File: src/rtl/sar_adc_pkg.sv
package sar_adc_pkg;
  typedef enum logic [1:0] {
    ST_IDLE    = 2'd0,
    ST_SAMPLE  = 2'd1,
    ST_CONVERT = 2'd2
  } seq_state_e;
endpackage

File: src/rtl/sar_adc_seq.sv
module sar_adc_seq
  import sar_adc_pkg::*;
#(
  parameter int RES_BITS = 10,
  parameter int CH_W     = 3,
  parameter int SAMP_W   = 8
) (
  input  logic                        clk,
  input  logic                        rst_n,
  input  logic                        en,
  input  logic                        start,
  input  logic [CH_W-1:0]             chan_sel,
  input  logic [SAMP_W-1:0]           samp_cycles,
  output logic [CH_W-1:0]             mux_sel,
  output logic                        hold,
  output logic                        busy,
  output logic                        load_msb,
  output logic                        step,
  output logic [$clog2(RES_BITS)-1:0] bit_idx
);
  localparam int IDX_W = $clog2(RES_BITS);
  localparam logic [IDX_W-1:0] TOP_IDX = IDX_W'(RES_BITS - 1);

  seq_state_e          state_q, state_d;
  logic [SAMP_W-1:0]   cnt_q, cnt_d;
  logic [IDX_W-1:0]    idx_q, idx_d;
  logic [CH_W-1:0]     mux_q;
  logic [SAMP_W-1:0]   samp_last;
  logic                accept;
  logic                samp_end;

  // a zero length is stretched to one sample cycle
  assign samp_last = (samp_cycles == '0) ? '0 : samp_cycles - 1'b1;
  assign accept    = (state_q == ST_IDLE) && en && start;
  assign samp_end  = (state_q == ST_SAMPLE) && (cnt_q == samp_last);

  always_comb begin
    state_d = state_q;
    cnt_d   = cnt_q;
    idx_d   = idx_q;
    unique case (state_q)
      ST_IDLE: begin
        if (accept) begin
          state_d = ST_SAMPLE;
          cnt_d   = '0;
        end
      end
      ST_SAMPLE: begin
        if (!en) begin
          state_d = ST_IDLE;
        end else if (samp_end) begin
          state_d = ST_CONVERT;
          idx_d   = TOP_IDX;
        end else begin
          cnt_d = cnt_q + 1'b1;
        end
      end
      ST_CONVERT: begin
        if (!en || (idx_q == '0)) begin
          state_d = ST_IDLE;
        end else begin
          idx_d = idx_q - 1'b1;
        end
      end
      default: state_d = ST_IDLE;
    endcase
  end

  always_ff @(posedge clk or negedge rst_n) begin
    if (!rst_n) begin
      state_q <= ST_IDLE;
      cnt_q   <= '0;
      idx_q   <= '0;
    end else begin
      state_q <= state_d;
      cnt_q   <= cnt_d;
      idx_q   <= idx_d;
    end
  end

  // channel register loads only on an accepted start
  always_ff @(posedge clk or negedge rst_n) begin
    if (!rst_n) begin
      mux_q <= '0;
    end else if (accept) begin
      mux_q <= chan_sel;
    end
  end

  assign mux_sel  = mux_q;
  assign hold     = (state_q == ST_CONVERT);
  assign busy     = (state_q != ST_IDLE);
  assign load_msb = samp_end && en;
  assign step     = (state_q == ST_CONVERT) && en;
  assign bit_idx  = idx_q;

  // disable drops the sequence at the next edge
  p_abort_r10: assert property (@(posedge clk) disable iff (!rst_n)
    !en |=> !busy);

  // a start inside a running trial sequence does not restart it
  p_ignore_start_r8: assert property (@(posedge clk) disable iff (!rst_n)
    (state_q == ST_CONVERT && start && en && idx_q != '0) |=> (state_q == ST_CONVERT));

  // multiplexer select frozen while busy
  p_chan_frozen_r2: assert property (@(posedge clk) disable iff (!rst_n)
    (busy && start) |=> $stable(mux_sel));
endmodule

File: src/rtl/sar_adc_trial.sv
module sar_adc_trial #(
  parameter int RES_BITS = 10
) (
  input  logic                        clk,
  input  logic                        rst_n,
  input  logic                        load_msb,
  input  logic                        step,
  input  logic                        clr,
  input  logic [$clog2(RES_BITS)-1:0] bit_idx,
  input  logic                        cmp_in,
  output logic [RES_BITS-1:0]         trial_code,
  output logic [RES_BITS-1:0]         final_code
);
  localparam logic [RES_BITS-1:0] MSB_ONLY = {1'b1, {(RES_BITS-1){1'b0}}};

  logic [RES_BITS-1:0] code_q, code_d;
  logic                code_en;

  assign code_en = load_msb || step || clr;

  always_comb begin
    code_d = code_q;
    if (load_msb) begin
      code_d = MSB_ONLY;
    end else if (step) begin
      for (int i = 0; i < RES_BITS; i++) begin
        if (int'(bit_idx) == i) begin
          code_d[i] = cmp_in;
        end else if (int'(bit_idx) == i + 1) begin
          code_d[i] = 1'b1;
        end
      end
    end else if (clr) begin
      code_d = '0;
    end
  end

  always_ff @(posedge clk or negedge rst_n) begin
    if (!rst_n) begin
      code_q <= '0;
    end else if (code_en) begin
      code_q <= code_d;
    end
  end

  assign trial_code = code_q;
  assign final_code = code_d;

  // comparator low clears the bit under test
  p_bit_cleared_r5: assert property (@(posedge clk) disable iff (!rst_n)
    (step && !cmp_in) |=> !code_q[$past(bit_idx)]);

  // comparator high keeps the bit under test
  p_bit_kept_r5: assert property (@(posedge clk) disable iff (!rst_n)
    (step && cmp_in) |=> code_q[$past(bit_idx)]);
endmodule

File: src/rtl/sar_adc_result.sv
module sar_adc_result #(
  parameter int RES_BITS = 10
) (
  input  logic                clk,
  input  logic                rst_n,
  input  logic                en,
  input  logic                done,
  input  logic [RES_BITS-1:0] final_code,
  input  logic                irq_en,
  output logic [RES_BITS-1:0] result,
  output logic                irq,
  output logic                first_flag
);
  logic [RES_BITS-1:0] res_q;
  logic                irq_q, irq_d;
  logic                first_q;
  logic                armed_q, armed_d;

  always_comb begin
    armed_d = armed_q;
    if (!en) begin
      armed_d = 1'b1;
    end else if (done) begin
      armed_d = 1'b0;
    end
    irq_d = done && irq_en;
  end

  always_ff @(posedge clk or negedge rst_n) begin
    if (!rst_n) begin
      armed_q <= 1'b1;
      irq_q   <= 1'b0;
    end else begin
      armed_q <= armed_d;
      irq_q   <= irq_d;
    end
  end

  always_ff @(posedge clk or negedge rst_n) begin
    if (!rst_n) begin
      res_q   <= '0;
      first_q <= 1'b0;
    end else if (done) begin
      res_q   <= final_code;
      first_q <= armed_q;
    end
  end

  assign result     = res_q;
  assign irq        = irq_q;
  assign first_flag = first_q;

  // interrupt lasts one cycle
  p_irq_single_r7: assert property (@(posedge clk) disable iff (!rst_n)
    irq |=> !irq);

  // interrupt only with enable set
  p_irq_gated_r7: assert property (@(posedge clk) disable iff (!rst_n)
    irq |-> $past(irq_en));
endmodule

File: src/rtl/sar_adc_ctrl.sv
module sar_adc_ctrl #(
  parameter int RES_BITS = 10,
  parameter int CH_W     = 3,
  parameter int SAMP_W   = 8
) (
  input  logic                clk,
  input  logic                rst_n,
  input  logic                en,
  input  logic                start,
  input  logic [CH_W-1:0]     chan_sel,
  input  logic [SAMP_W-1:0]   samp_cycles,
  input  logic                irq_en,
  input  logic                cmp_in,
  output logic [CH_W-1:0]     mux_sel,
  output logic                hold,
  output logic [RES_BITS-1:0] trial_code,
  output logic                busy,
  output logic [RES_BITS-1:0] result,
  output logic                irq,
  output logic                first_flag
);
  localparam int IDX_W = $clog2(RES_BITS);
  localparam logic [RES_BITS-1:0] MSB_ONLY = {1'b1, {(RES_BITS-1){1'b0}}};

  logic             load_msb;
  logic             step;
  logic             done;
  logic [IDX_W-1:0] bit_idx;
  logic [RES_BITS-1:0] final_code;

  sar_adc_seq #(
    .RES_BITS (RES_BITS),
    .CH_W     (CH_W),
    .SAMP_W   (SAMP_W)
  ) u_seq (
    .clk         (clk),
    .rst_n       (rst_n),
    .en          (en),
    .start       (start),
    .chan_sel    (chan_sel),
    .samp_cycles (samp_cycles),
    .mux_sel     (mux_sel),
    .hold        (hold),
    .busy        (busy),
    .load_msb    (load_msb),
    .step        (step),
    .bit_idx     (bit_idx)
  );

  sar_adc_trial #(
    .RES_BITS (RES_BITS)
  ) u_trial (
    .clk        (clk),
    .rst_n      (rst_n),
    .load_msb   (load_msb),
    .step       (step),
    .clr        (!busy),
    .bit_idx    (bit_idx),
    .cmp_in     (cmp_in),
    .trial_code (trial_code),
    .final_code (final_code)
  );

  assign done = step && (bit_idx == '0);

  sar_adc_result #(
    .RES_BITS (RES_BITS)
  ) u_result (
    .clk        (clk),
    .rst_n      (rst_n),
    .en         (en),
    .done       (done),
    .final_code (final_code),
    .irq_en     (irq_en),
    .result     (result),
    .irq        (irq),
    .first_flag (first_flag)
  );

  // the trial sequence opens with the MSB alone
  p_first_trial_r4: assert property (@(posedge clk) disable iff (!rst_n)
    $rose(hold) |-> (trial_code == MSB_ONLY));

  // interrupt follows the last trial, with the block already idle
  p_irq_after_done_r7: assert property (@(posedge clk) disable iff (!rst_n)
    irq |-> (!busy && $past(hold)));
endmodule

File: config.mk
export PLATFORM = sky130hd
export DESIGN_NAME = sar_adc_ctrl
export DESIGN_NICKNAME = d
export VERILOG_FILES = /design/src/rtl/sar_adc_pkg.sv /design/src/rtl/sar_adc_seq.sv /design/src/rtl/sar_adc_trial.sv /design/src/rtl/sar_adc_result.sv /design/src/rtl/sar_adc_ctrl.sv
export SDC_FILE = /design/constraint.sdc
export NUM_CORES = 1
export LEC_CHECK = 0
export BUFFER_PORTS_ARGS = -buffer_cell sky130_fd_sc_hd__buf_2
export CAP_MARGIN = 20
export CORE_UTILIZATION = 40
export DETAILED_ROUTE_END_ITERATION = 6
export PLACE_DENSITY = 0.58
export SYNTH_ARGS = -nofsm -noshare
export SYNTH_HDL_FRONTEND = slang
export SYNTH_SLANG_ARGS = --single-unit
File: constraint.sdc
create_clock -name clk -period 4.65 [get_ports clk]
set_input_delay 0.93 -clock clk [delete_from_list [all_inputs] [get_ports clk]]
set_output_delay 0.93 -clock clk [all_outputs]
set_load 0.005 [all_outputs]
==> flow_summary.yaml <==
cts:
  cts_tree: "done"
  cts-resized-gates: 0
  post_cts_buffers: 0
  clock_path_buffers: 2
  clock-sinks: 40
  clockRootBuffer: "clkbuf_8"
  postCtsHoldBufs: 0
  clk_pin_slew_ps: 70
  cts_max_level: 2
  cts_buffers: 5
  clk-insertion-delay-late_ps: 280
grt:
  grtUsageTotal_pct: 19.0
  grt_max_degree: 41
  grt_pass1_wl_um: 9320
  grt-ovfl-total: 0
  antenna_found_initial: 0
  grt_pass1_vias: 1871
logic_synthesis:
  ys_seq_elements: 40
  avgSynthCellArea_um2: 8.70
  ys_seq_area_share_pct: 42.0
  ys_top_cells_by_count: "dfrtp_1, nand2_1, nor2_1, a21oi_1"
  synth_top_flop_cell: "dfrtp_1"
  synthCells: 274
  synth-edff-count: 0
  synth_area_leaders: "dfrtp_1, nand2_1, a21oi_1"
  ys_types: 49
  synth_largest_area_cell: "dfrtp_1"
  yosys.area.top_type_share_pct: 40.9
  synth-async-reset-ratio_pct: 100
  syn_nets: 298
  ys_warn_count: 0
  synth_area_um2: 2380
  yosysMostFrequentCell: "dfrtp_1"
timing:
  slew_viol_final: 0
  rsz0062_at_grt: "no"
  worst_pin_slew_ps: 905
  tns_ps: 0
  setup_violations: 0
  max_clock_freq_ghz: 0.270
  fin_crit_sh_pct: 79.5
  period_minus_slack_ps: 3700
  slew_headroom_pct: 39.7
  final.setup_skew_ps: 3.89
  timing.final.hold_violations: 0
  whs_ps: 475
worst_setup_path:
  reg2regPathDepth: 7
  cp-end-kind: "flop"
  crit_path_max_fanout: 17
  worst_setup_path_start_kind: "input pin"
  r2r_end: "u_trial.trial_code[2]$_DFFE_PN0P_"
  reg2reg_from: "u_seq.cnt_q[2]$_DFFE_PN0P_"
  reg2reg_slack_ps: 2040
  worst-setup-path-type: "input pin to flop"
  critPathArrivalTime_ps: 3880
  startpoint: "samp_cycles[0]"
  required_ps: 4830
pwr:
  power_per_cell_area_nw_per_um2: 271
  p_leak_nw: 1.34
  vdd_drop_max_mv: 0.134
floorplanning:
  dieHeight_um: 79.2
  core_um2: 5610
  fp.dieW_um: 79.2
  ios: 44
  num_rows: 27
  die-area_um2: 6270
  start_util_pct: 42.5
min_path:
  hold_class: "flop to flop"
  holdPathStages: 2
  min_from: "u_result.result[4]$_DFFE_PN0P_"
  hold_end: "u_result.result[4]$_DFFE_PN0P_"
placed_design:
  io_buffers: 43
  dp_hpwl_um: 4130
  gp_congestion: 0.847
finish:
  synthToLayoutAreaGrowth_pct: 14.8
  diodes: 0
  final_nets: 338
  drive_gt1_share_pct: 20.6
detailed_routing:
  ant_nets: 0
  vias: 2115
  drt-total-wl_um: 5560
  wl_per_cell_um: 14.4
  drt_pass1_iterations: 4
  vias_per_cell: 5.47
  drt_iter0_markers: 150
  route.detailed.drc: 0
outcome:
  outcome: "finished clean"
job:
  drv_cap: 0
kinds of logic after synthesis:
logic type	share of synthesized area (%)
adder cells (fa/ha/maj)	3.67
buffers and inverters	4.15
flip-flops	42.0
XOR/XNOR	1.47
AO/OA/AOI/OAI	19.2
multiplexers	3.62
AND/OR/NAND/NOR	25.9
flip-flops by register name, indices dropped and copies added, names as in the netlist:
signal,flops
u_seq.bit_idx,4
u_result.result,10
u_seq.mux_sel,3
u_seq.cnt_q,8
u_result.first_flag,1
u_result.irq,1
u_seq.state_q,2
u_trial.trial_code,10
u_result.armed_q,1
worst max-delay path, cell delays in order:
cell and delay, ps:
buf_2 120, inv_1 50, ha_1 230, or4b_1 590
or4b_4 540, nand3_2 90, nand4_2 120, nor4_4 700
buf_4 250, nand2_4 50, a31o_1 210
cells in the final DEF (no fill, tap or decap), drive strengths merged, types with 2 or more instances in the layout:
cell type	instances
buf	44
dfrtp	39
nand2	39
nor2	25
a21oi	22
o21ai	14
inv	13
nand3	11
nand2b	8
clkbuf	8
nor2b	7
nor3	7
a211oi	7
ha	7
o31ai	6
mux2	5
or3	5
o22ai	5
or2	3
a21o	3
o211ai	3
mux2i	3
a31o	3
o311ai	3
nor4	3
xor2	2
xnor2	2
or4	2
or4b	2
and2	2
how the worst max path moves through the flow:
stage                     slack [ps]                                end
after floorplan                 1270  u_trial.trial_code[6]$_DFFE_PN0P_
after global placement           730  u_trial.trial_code[5]$_DFFE_PN0P_
after detailed placement         680  u_trial.trial_code[2]$_DFFE_PN0P_
after CTS                        980  u_trial.trial_code[2]$_DFFE_PN0P_
after global routing             770  u_trial.trial_code[3]$_DFFE_PN0P_
final                            950  u_trial.trial_code[2]$_DFFE_PN0P_
per-stage QoR:
| stage | area [um2] | util (%) | power, mW | worst slack [ps] | std cells |
|---|---|---|---|---|---|
| floorplan | 2380 | - | 0.467 | 1270 | 274 |
| global placement | 2650 | 47.2 | 0.514 | 732 | 379 |
| detailed placement | 2650 | 47.2 | 0.515 | 675 | 379 |
| CTS | 2740 | 48.8 | 0.752 | 977 | 387 |
| global route | 2740 | 48.8 | 0.786 | 770 | 387 |
| finish | 2740 | 48.8 | 0.743 | 953 | 387 |
per-layer routing:
layer / up-vias / wire length, um / global-route usage, %
li1: 1063 / - / -
met5: - / 0 / 0
met1: 996 / 2850 / 28.8
met3: 5 / 293 / 3.45
met2: 51 / 2380 / 28.0
met4: 0 / 37 / 3.82
final cells by class:
| type | instances | area [um2] |
|---|---|---|
| repair buffers | 44 | 223 |
| flip-flops and latches | 40 | 1000 |
| well taps | 72 | 90.1 |
| multi-input cells | 210 | 1280 |
| fillers | 575 | 2870 |
| clock buffers | 8 | 90.1 |
| inverters | 13 | 48.8 |
report_power, final:
part	internal [mW]	leakage, nW	switching, mW	total, mW
logic	0.0481	0.767	0.0706	0.119
clock network	0.121	0.0455	0.114	0.235
registers	0.364	0.531	0.0249	0.389
No activity file was read; power rests on OpenSTA's default activity.
